[src/rtl/cap_pkg.sv]
package cap_pkg;
  localparam int CHAR_W     = 7;
  localparam int START_BITS = 3;
  localparam int IDX_W      = 7;

  typedef struct packed {
    logic             startLine;
    logic             finish;
    logic             busy;
    logic             field;
    logic [IDX_W-1:0] halfIdx;
  } capStrb_t;
endpackage

[src/rtl/cap_ser_ctrl.sv]
module cap_ser_ctrl
  import cap_pkg::*;
#(
  parameter int LINE_CLKS     = 1716,
  parameter int BITS_PER_LINE = 32,
  parameter int RUNIN_CYCLES  = 7
) (
  input  logic     clk,
  input  logic     rstN,
  input  logic     lineStart,
  input  logic     fieldSel,
  input  logic [1:0] fieldEn,
  output capStrb_t strb
);
  localparam int STEP       = 2 * BITS_PER_LINE;
  localparam int HALF_TOTAL = 2 * (RUNIN_CYCLES + START_BITS + 2 * (CHAR_W + 1));
  localparam int ACC_W      = $clog2(LINE_CLKS + STEP + 1);

  logic [ACC_W-1:0] acc, accNext;
  logic [IDX_W-1:0] halfIdx;
  logic busy, fieldQ, tick, launch, lastHalf;

  always_comb begin
    accNext  = acc + ACC_W'(STEP);
    tick     = busy && (accNext >= ACC_W'(LINE_CLKS));
    launch   = !busy && lineStart && fieldEn[fieldSel];
    lastHalf = tick && (halfIdx == IDX_W'(HALF_TOTAL - 1));
  end

  always_ff @(posedge clk) begin
    if (!rstN) begin
      acc <= '0; halfIdx <= '0; busy <= 1'b0; fieldQ <= 1'b0;
    end else if (launch) begin
      acc <= '0; halfIdx <= '0; busy <= 1'b1; fieldQ <= fieldSel;
    end else if (busy) begin
      if (tick) begin
        acc <= accNext - ACC_W'(LINE_CLKS);
        if (lastHalf) busy <= 1'b0;
        else          halfIdx <= halfIdx + 1'b1;
      end else begin
        acc <= accNext;
      end
    end
  end

  always_comb begin
    strb.startLine = launch;
    strb.finish    = lastHalf;
    strb.busy      = busy;
    strb.field     = launch ? fieldSel : fieldQ;
    strb.halfIdx   = halfIdx;
  end


  busy_hold_chk: assert property (@(posedge clk) disable iff (!rstN)
    busy && !lastHalf |=> busy);
endmodule

[src/rtl/cap_ser_data.sv]
module cap_ser_data
  import cap_pkg::*;
#(
  parameter int RUNIN_CYCLES = 7
) (
  input  logic       clk,
  input  logic       rstN,
  input  logic       wrEn,
  input  logic [2:0] wrAddr,
  input  logic [7:0] wrData,
  input  capStrb_t   strb,
  output logic [1:0] fieldEn,
  output logic [1:0] sentStatus,
  output logic       capData,
  output logic       capActive
);
  localparam int RUNIN_H    = 2 * RUNIN_CYCLES;
  localparam int DATA_OFS   = RUNIN_H + 2 * START_BITS;
  localparam int HALF_TOTAL = DATA_OFS + 4 * (CHAR_W + 1);
  localparam int NUM_WORDS  = 4;

  logic [CHAR_W-1:0] words [NUM_WORDS];
  logic [CHAR_W-1:0] snapW1, snapW2;
  logic [CHAR_W:0]   byte1, byte2;
  logic [IDX_W-1:0]  rel;
  logic              sym;

  always_ff @(posedge clk) begin
    if (!rstN) begin
      for (int i = 0; i < NUM_WORDS; i++) words[i] <= '0;
      fieldEn <= '0;
    end else if (wrEn) begin
      if (wrAddr[2]) begin
        if (wrAddr[1:0] == 2'd0) fieldEn <= wrData[1:0];
      end else begin
        words[wrAddr[1:0]] <= wrData[CHAR_W-1:0];
      end
    end
  end

  always_ff @(posedge clk) begin
    if (!rstN) begin
      snapW1 <= '0; snapW2 <= '0;
    end else if (strb.startLine) begin
      snapW1 <= words[{strb.field, 1'b0}];
      snapW2 <= words[{strb.field, 1'b1}];
    end
  end

  always_comb begin
    byte1 = {~^snapW1, snapW1};
    byte2 = {~^snapW2, snapW2};
    rel   = strb.halfIdx - IDX_W'(DATA_OFS);
    sym   = 1'b0;
    if (strb.halfIdx < IDX_W'(RUNIN_H)) begin
      sym = ~strb.halfIdx[0];
    end else if (strb.halfIdx < IDX_W'(DATA_OFS)) begin
      rel = strb.halfIdx - IDX_W'(RUNIN_H);
      sym = (rel[IDX_W-1:1] == (IDX_W-1)'(START_BITS - 1));
    end else begin
      sym = rel[4] ? byte2[rel[3:1]] : byte1[rel[3:1]];
    end
  end

  always_ff @(posedge clk) begin
    if (!rstN) begin
      capData <= 1'b0; capActive <= 1'b0;
    end else begin
      capData   <= strb.busy & sym;
      capActive <= strb.busy;
    end
  end

  for (genvar f = 0; f < 2; f++) begin : g_status
    logic clrHit;
    assign clrHit = wrEn && (wrAddr == {1'b0, f[0], 1'b1});
    always_ff @(posedge clk) begin
      if (!rstN)                                   sentStatus[f] <= 1'b0;
      else if (clrHit)                             sentStatus[f] <= 1'b0;
      else if (strb.finish && strb.field == f[0])  sentStatus[f] <= 1'b1;
    end
  end


  start_enabled_chk: assert property (@(posedge clk) disable iff (!rstN)
    strb.startLine |-> fieldEn[strb.field]);

  half_bound_chk: assert property (@(posedge clk) disable iff (!rstN)
    strb.busy |-> strb.halfIdx < IDX_W'(HALF_TOTAL));

  status1_rise_chk: assert property (@(posedge clk) disable iff (!rstN)
    $rose(sentStatus[0]) |-> $past(strb.finish && !strb.field));

  status2_rise_chk: assert property (@(posedge clk) disable iff (!rstN)
    $rose(sentStatus[1]) |-> $past(strb.finish && strb.field));
endmodule

[src/rtl/cap_line_ser.sv]
module cap_line_ser
  import cap_pkg::*;
#(
  parameter int LINE_CLKS     = 1716,
  parameter int BITS_PER_LINE = 32,
  parameter int RUNIN_CYCLES  = 7
) (
  input  logic       clk,
  input  logic       rstN,
  input  logic       wrEn,
  input  logic [2:0] wrAddr,
  input  logic [7:0] wrData,
  input  logic       lineStart,
  input  logic       fieldSel,
  output logic       capData,
  output logic       capActive,
  output logic [1:0] sentStatus
);
  capStrb_t   strb;
  logic [1:0] fieldEn;

  cap_ser_ctrl #(
    .LINE_CLKS(LINE_CLKS), .BITS_PER_LINE(BITS_PER_LINE), .RUNIN_CYCLES(RUNIN_CYCLES)
  ) i_ctrl (
    .clk(clk), .rstN(rstN), .lineStart(lineStart), .fieldSel(fieldSel),
    .fieldEn(fieldEn), .strb(strb)
  );

  cap_ser_data #(.RUNIN_CYCLES(RUNIN_CYCLES)) i_data (
    .clk(clk), .rstN(rstN), .wrEn(wrEn), .wrAddr(wrAddr), .wrData(wrData),
    .strb(strb), .fieldEn(fieldEn), .sentStatus(sentStatus),
    .capData(capData), .capActive(capActive)
  );


  idle_low_chk: assert property (@(posedge clk) disable iff (!rstN)
    $fell(capActive) |-> !capData);
endmodule

[config.mk]
export PLATFORM = sky130hd
export DESIGN_NAME = cap_line_ser
export DESIGN_NICKNAME = d
export VERILOG_FILES = /design/src/rtl/cap_pkg.sv /design/src/rtl/cap_ser_ctrl.sv /design/src/rtl/cap_ser_data.sv /design/src/rtl/cap_line_ser.sv
export SDC_FILE = /design/constraint.sdc
export NUM_CORES = 1
export LEC_CHECK = 0
export ABC_AREA = 1
export BUFFER_PORTS_ARGS = -buffer_cell sky130_fd_sc_hd__buf_4
export CAP_MARGIN = 20
export CORE_ASPECT_RATIO = 0.75
export CORE_MARGIN = 2
export CORE_UTILIZATION = 30
export CTS_CLUSTER_DIAMETER = 80
export DETAILED_ROUTE_END_ITERATION = 7
export PLACE_DENSITY = 0.41
export SETUP_SLACK_MARGIN = 0.05
export SLEW_MARGIN = 30
export SYNTH_ARGS = -nofsm -noshare
export SYNTH_HDL_FRONTEND = slang
export SYNTH_SLANG_ARGS = --single-unit
export TNS_END_PERCENT = 50
[constraint.sdc]
create_clock -name clk -period 2 [get_ports clk]
set_clock_uncertainty 0.05 [all_clocks]
set_input_delay 0.1 -clock clk [delete_from_list [all_inputs] [get_ports clk]]
set_output_delay 0.1 -clock clk [all_outputs]
set_load 0.01 [all_outputs]
; Word-level counts from Yosys, hierarchy flattened
; Memory sizes are Yosys's and may differ from the RTL's. A register that Yosys moved wholly into a read port is not among the register bits.
; Index checks and enable logic that the tools add are counted.
[classes]
addsub = 5
magnitude_cmp = 5
eq_ne = 4
muxes = 23
n_bitwise = 5
n_reduce_logical = 20
[ops]
columns = operator, count
row1 = $mux 1, 18
row2 = $reduce_xnor 7->1, 2
row3 = $add 11x7->11 const B, 1
row4 = $ge 11x11->1 const B, 1
row5 = $mux 11, 1
row6 = $sub 11x11->11 const B, 1
row7 = $logic_and 1x1->1, 8
row8 = $add 7x1->7 const B, 1
row9 = $eq 7x6->1 const B, 1
row10 = $lt 7x4->1 const B, 1
row11 = $lt 7x5->1 const B, 1
row12 = $mux 7, 1
row13 = $reduce_or 7->1, 1
row14 = $sub 7x4->7 const B, 1
row15 = $bmux 1 s3, 2
row16 = $eq 6x2->1 const B, 1
row17 = $reduce_and 3->1, 2
row18 = $reduce_or 2->1, 3
row19 = $sub 5x5->5 const B, 1
row20 = $lt 3x4->1 const B, 1
row21 = $not 1->1, 4
row22 = $eq 3x1->1 const B, 1
row23 = $eq 3x2->1 const B, 1
row24 = $logic_not 1->1, 3
row25 = 4 further kinds, 4
[totals]
reg_bits = 26
mem_bits_rw = 28
in_bits = 16
out_inout_bits = 4
n_memories = 1
[mem_list]
columns = memory, depth, width, rd, rd_clocked_by_memory_dff, write_ports, line
row1 = i_data.words, 4, 7, 2, 2, 4, cap_ser_data.sv:22  ; logic [CHAR_W-1:0] words [NUM_WORDS];

; Depth between registers and ports, before layout
[logic_depth]
word_depth = 8
ltp_mapped = 13
ltp_nobuf = 13

; Cells and area by module
; Synthesis repeated with hierarchy kept, for this count alone.
[unflattened]
cells_unflattened = 471
area_unflattened_um2 = 3550.9
[by_module_without_submodules]
columns = mod, n_inst, cells_each, area_per_inst_um2, seq_area_each_um2
row1 = cap_ser_data, 1, 307, 2402.3, 1241.2
row2 = cap_ser_ctrl, 1, 164, 1148.6, 360.3

; Least setup slack after synthesis
; No wires, ideal clock.
[synth_timing]
kind = register -> register
from = reg i_ctrl.acc[6]
to = reg i_ctrl.busy
setup_time_ns = 0.125
arrival_time_ns = 1.554
required_ns = 1.825
slack_ns = 0.271
path_stages_with_launch = 9
n_path_buf = 0
cell_sequence = dfxtp_1 > ha_1 > nand3_1 > xnor2_1 > nand4_2 > nand2_4 > nand2_2 > o21ai_0 > o21ai_0
[synth_between]
elab_chain_cells = 8
[synth_lines]
columns = element, line
row1 = from (decl), cap_ser_ctrl.sv:19  ; logic [ACC_W-1:0] acc, accNext;
row2 = from (signal assigned), cap_ser_ctrl.sv:37  ; acc <= accNext - ACC_W'(LINE_CLKS);
row3 = from (signal assigned), cap_ser_ctrl.sv:41  ; acc <= accNext;
row4 = $add 11x7->11 (*), cap_ser_ctrl.sv:24  ; accNext = acc + ACC_W'(STEP);
row5 = $ge 11x11->1 (*), cap_ser_ctrl.sv:25  ; tick = busy && (accNext >= ACC_W'(LINE_CLKS));
row6 = $logic_and 1x1->1 (*), cap_ser_ctrl.sv:25
row7 = $logic_and 1x1->1, cap_ser_ctrl.sv:27  ; lastHalf = tick && (halfIdx == IDX_W'(HALF_TOTAL - 1));
row8 = $mux 1, cap_ser_ctrl.sv:38  ; if (lastHalf) busy <= 1'b0;
row9 = $mux 1 (*), cap_ser_ctrl.sv:36  ; if (tick) begin
row10 = $mux 1 (*), cap_ser_ctrl.sv:35  ; end else if (busy) begin
row11 = $mux 1 (*), cap_ser_ctrl.sv:33  ; end else if (launch) begin
row12 = to (signal assigned), cap_ser_ctrl.sv:32  ; acc <= '0; halfIdx <= '0; busy <= 1'b0; fieldQ <= 1'b0;
row13 = to (signal assigned), cap_ser_ctrl.sv:34  ; acc <= '0; halfIdx <= '0; busy <= 1'b1; fieldQ <= fieldSel;
row14 = to (signal assigned), cap_ser_ctrl.sv:38
row15 = to (decl), cap_ser_ctrl.sv:21  ; logic busy, fieldQ, tick, launch, lastHalf;
; Every way passes the cells marked *; elsewhere a longest branch is shown, timed or not.
; A chain may end at the register's enable or synchronous reset.

; Final worst setup path
[layout_timing]
from = reg i_ctrl.acc[6]
to = reg i_data.sentStatus[1]
[layout_between]
elab_chain_cells = 5
[layout_lines]
columns = element, line
row1 = $add 11x7->11, cap_ser_ctrl.sv:24
row2 = $ge 11x11->1, cap_ser_ctrl.sv:25
row3 = $logic_and 1x1->1, cap_ser_ctrl.sv:25
row4 = $logic_and 1x1->1, cap_ser_ctrl.sv:27
row5 = $logic_and 1x1->1, cap_ser_data.sv:80  ; else if (strb.finish && strb.field == f[0]) sentStatus[f] <= 1'b1;
row6 = "to (signal, indexed assignment)", cap_ser_data.sv:78  ; if (!rstN) sentStatus[f] <= 1'b0;
row7 = "to (signal, indexed assignment)", cap_ser_data.sv:79  ; else if (clrHit) sentStatus[f] <= 1'b0;
row8 = "to (signal, indexed assignment)", cap_ser_data.sv:80
row9 = to (decl), cap_ser_data.sv:13  ; output logic [1:0] sentStatus,
; Every way passes these cells.

==> qor.yml <==
placement:
  portBuffers: 18
  place_hpwl_mm: 6.095
  dpl_cell_area_mm2: 0.003829
  gp_congestion: 0.7745
  placed_cells: 604
  post-place-ws_ps: -56.72
timing:
  slew_headroom: 0.6977
  final_max_slew_viol_count: 0
  fmax_ghz: 0.5390
  fin_ws_ps: 144.7
  tightest_slew_ps: 452.9
  setup_viol: 0
  hold_viol_final: 0
  layout_min_cycle_time_ps: 1855
  min_period_over_period: 0.9277
  rsz0062_at_grt: "true"
global_route:
  grt.total_usage: 0.1440
  grt_pass1_wl_mm: 13.90
  overflow: 0
  grt_pass1_vias: 2770
  grt_max_degree: 23
  antenna_found_initial: 0
cells_and_area:
  fill_cells: 1222
  area_growth_pct: 20.57
  drive_above_1_share: 0.1521
  design_area_mm2: 0.004217
  nNetsFinal: 499
  fin_cells: 624
  diodes: 0
die:
  die_height_um: 97.51
  rows: 34
  die_w_um: 128.7
  die_area_mm2: 0.01255
  io_pins: 20
  core_area_mm2: 0.01149
  initial_core_util: 0.3045
worst_setup_path:
  crit_required_ps: 2210
  r2r_start: "i_ctrl.acc[6]$_SDFFE_PP0P_"
  critPathMaxFanout: 7
  crit_start: "i_ctrl.acc[6]$_SDFFE_PP0P_"
  worstSetupEndpointType: "register"
  crit_path_start_kind: "register"
  criticalPathCategory: "register to register"
  critPathArrivalTime_ps: 2060
yosys:
  synth_compound_area_frac: 0.1581
  ys_seq_elements: 66
  synth-xor-area-share: 0.02755
  syn_area_mm2: 0.003497
  synth_top_family_by_area: "simple AND/OR/NAND/NOR gates"
  synth.avg_cell_area_um2: 7.912
  synthCells: 442
  synth_mux_area_frac: 0
  ys_types: 36
  synthSimpleGateAreaFrac: 0.2411
  synthAdderAreaFrac: 0.02862
  yosys_warnings: 0
  syn_nets: 466
  yosysSeqAreaShare: 0.4580
clock_tree:
  root_buffer: "clkbuf_16"
  cts_tree: "done"
  cts-htree-levels: 3
  cts_buffers: 9
  clkSlewWorstSetupHoldPaths_ps: 60
  clockBufferDepth: 2
  clk_latency_ps: 330
  cts_sinks: 66
min_path:
  hp-start: "rstN"
  hold_path.class: "primary input to register"
job:
  drv_cap: 0
drt:
  drc_errors: 0
  drt_iter0_markers: 128
  wire_per_inst_um: 13.51
  ant_nets: 0
  via_per_inst: 4.588
  wl_mm: 8.431
  firstDrtPassIters: 4
  vias: 2863
pwr:
  vdd_drop_max_mv: 0.3914
  p_per_area_mw_per_mm2: 794.6
  leakage_nw: 1.798
run_status:
  outcome: "finished, final reports clean"
critical path: stages (launching register included):
cell and delay (ps):
dfxtp_4 380, ha_4 150, nand3_1 120, xnor2_2 300, nand3_2 160, nand2_4 160
buf_4 130, buf_4 100, nand4_1 70, a21oi_1 160
cells in the mapped netlist (all sizes together):
cell type,number,area (um2)
nand2,105,406.6
inv,60,225.2
nor2,44,177.7
dfxtp,38,760.7
o21ai,31,177.7
a21oi,29,145.1
edfxtp,28,840.8
nand3,20,117.6
o21bai,15,112.6
o22ai,14,87.58
nand4,12,87.58
buf,10,66.31
ha,8,100.1
nor3,8,40.04
xor2,7,61.31
xnor2,4,35.03
clkbuf,2,7.510
a21o,1,7.510
clkinv,1,3.750
nor3b,1,7.510
nor4,1,6.260
o211ai,1,7.510
o21a,1,7.510
o31ai,1,7.510
cell families after synthesis:
group                    Yosys count
AO/OA/AOI/OAI                     93
buffers and inverters             73
XOR/XNOR                          11
flip-flops                        66
adder cells (fa/ha/maj)            8
AND/OR/NAND/NOR                  191
placed cells by master, fill, tap and decap left out, types with 2 or more instances in the layout:
cell	instances
inv_1	56
o21ai_1	2
nor3_1	8
clkinvlp_4	2
xnor2_1	2
o21ai_0	27
nor2_4	2
ha_1	7
o21ai_4	2
nand3_1	17
dfxtp_1	37
xnor2_2	2
clkbuf_1	2
nor2_1	41
nand3_2	2
o22ai_1	14
xor2_1	6
edfxtp_1	28
buf_4	34
nand2_1	99
inv_2	4
a21oi_1	29
o21bai_1	15
clkbuf_16	9
nand2_2	4
nand2_4	2
nand4_1	10
clkinv_2	2
sequential cells by signal, indices dropped and copies added (netlist names):
register	flops
i_data.words	28
i_ctrl.acc	9
i_ctrl.halfIdx	7
i_data.snapW1	7
i_data.snapW2	7
i_data.fieldEn	2
i_data.sentStatus	2
i_ctrl.busy	1
i_ctrl.fieldQ	1
i_data.capActive	1
i_data.capData	1
per-stage QoR:
stage | setup TNS [ps] | total power (W) | utilization | hold slack (ps)
finish | 0 | 0.003351 | 0.3671 | 23.58
global route | 0 | 0.003519 | 0.3671 | 34.10
CTS | 0 | 0.003395 | 0.3598 | 11.19
detailed placement | -56.72 | 0.001842 | 0.3333 | 371.1
global placement | 0 | 0.001839 | 0.3333 | 371.7
floorplan | 0 | 0.001736 | - | 178.7
routing by layer:
metal | vias to the layer above | global-route usage | part of all wire
li1 | 1527 | - | -
met1 | 1289 | 0.2060 | 0.54
met2 | 36 | 0.2080 | 0.42
met3 | 11 | 0.04185 | 0.029
met4 | 0 | 0.04515 | 0.0093
met5 | - | 0 | 0
area by class of cell:
| class | instances | area [um2] | area share |
|---|---|---|---|
| Multi-Input combinational cell | 303 | 1659 | 0.3935 |
| Sequential cell | 66 | 1605 | 0.3807 |
| Timing Repair Buffer | 34 | 255.2 | 0.06053 |
| Clock buffer | 11 | 232.7 | 0.05519 |
| Inverter | 61 | 229.0 | 0.05430 |
| Tap cell | 144 | 180.2 | 0.04273 |
| Clock inverter | 5 | 55.05 | 0.01306 |
final timing paths:
check / endpoint / slack [ps] / cells past startpoint
worst max-delay path: i_data.sentStatus[1]$_SDFFE_PP0P_ / 140 / 9
worst min-delay path: i_data.fieldEn[1]$_SDFFE_PN0P_ / 20 / 3
worst max register to register: i_data.sentStatus[1]$_SDFFE_PP0P_ / 140 / 9
worst min register to register: i_data.sentStatus[1]$_SDFFE_PP0P_ / 420 / 2
power by group:
group / switching (W) / internal (W) / total (W)
clock: 0.000571 / 0.000960 / 0.00153
sequential: 0.0000316 / 0.00147 / 0.00150
combinational: 0.000206 / 0.000113 / 0.000318
timing repair:
item / 4_1_cts / 5_1_grt
setup buffers: 0 / 4
endpoints found under the setup margin: 8 / 14
gates cloned: 0 / 0
hold endpoints to repair: 0 / 0
gates resized for setup: 3 / 11
hold buffers: 0 / 0
pin swaps: 0 / 5
Note: power is estimated with default switching activity, not from simulation.
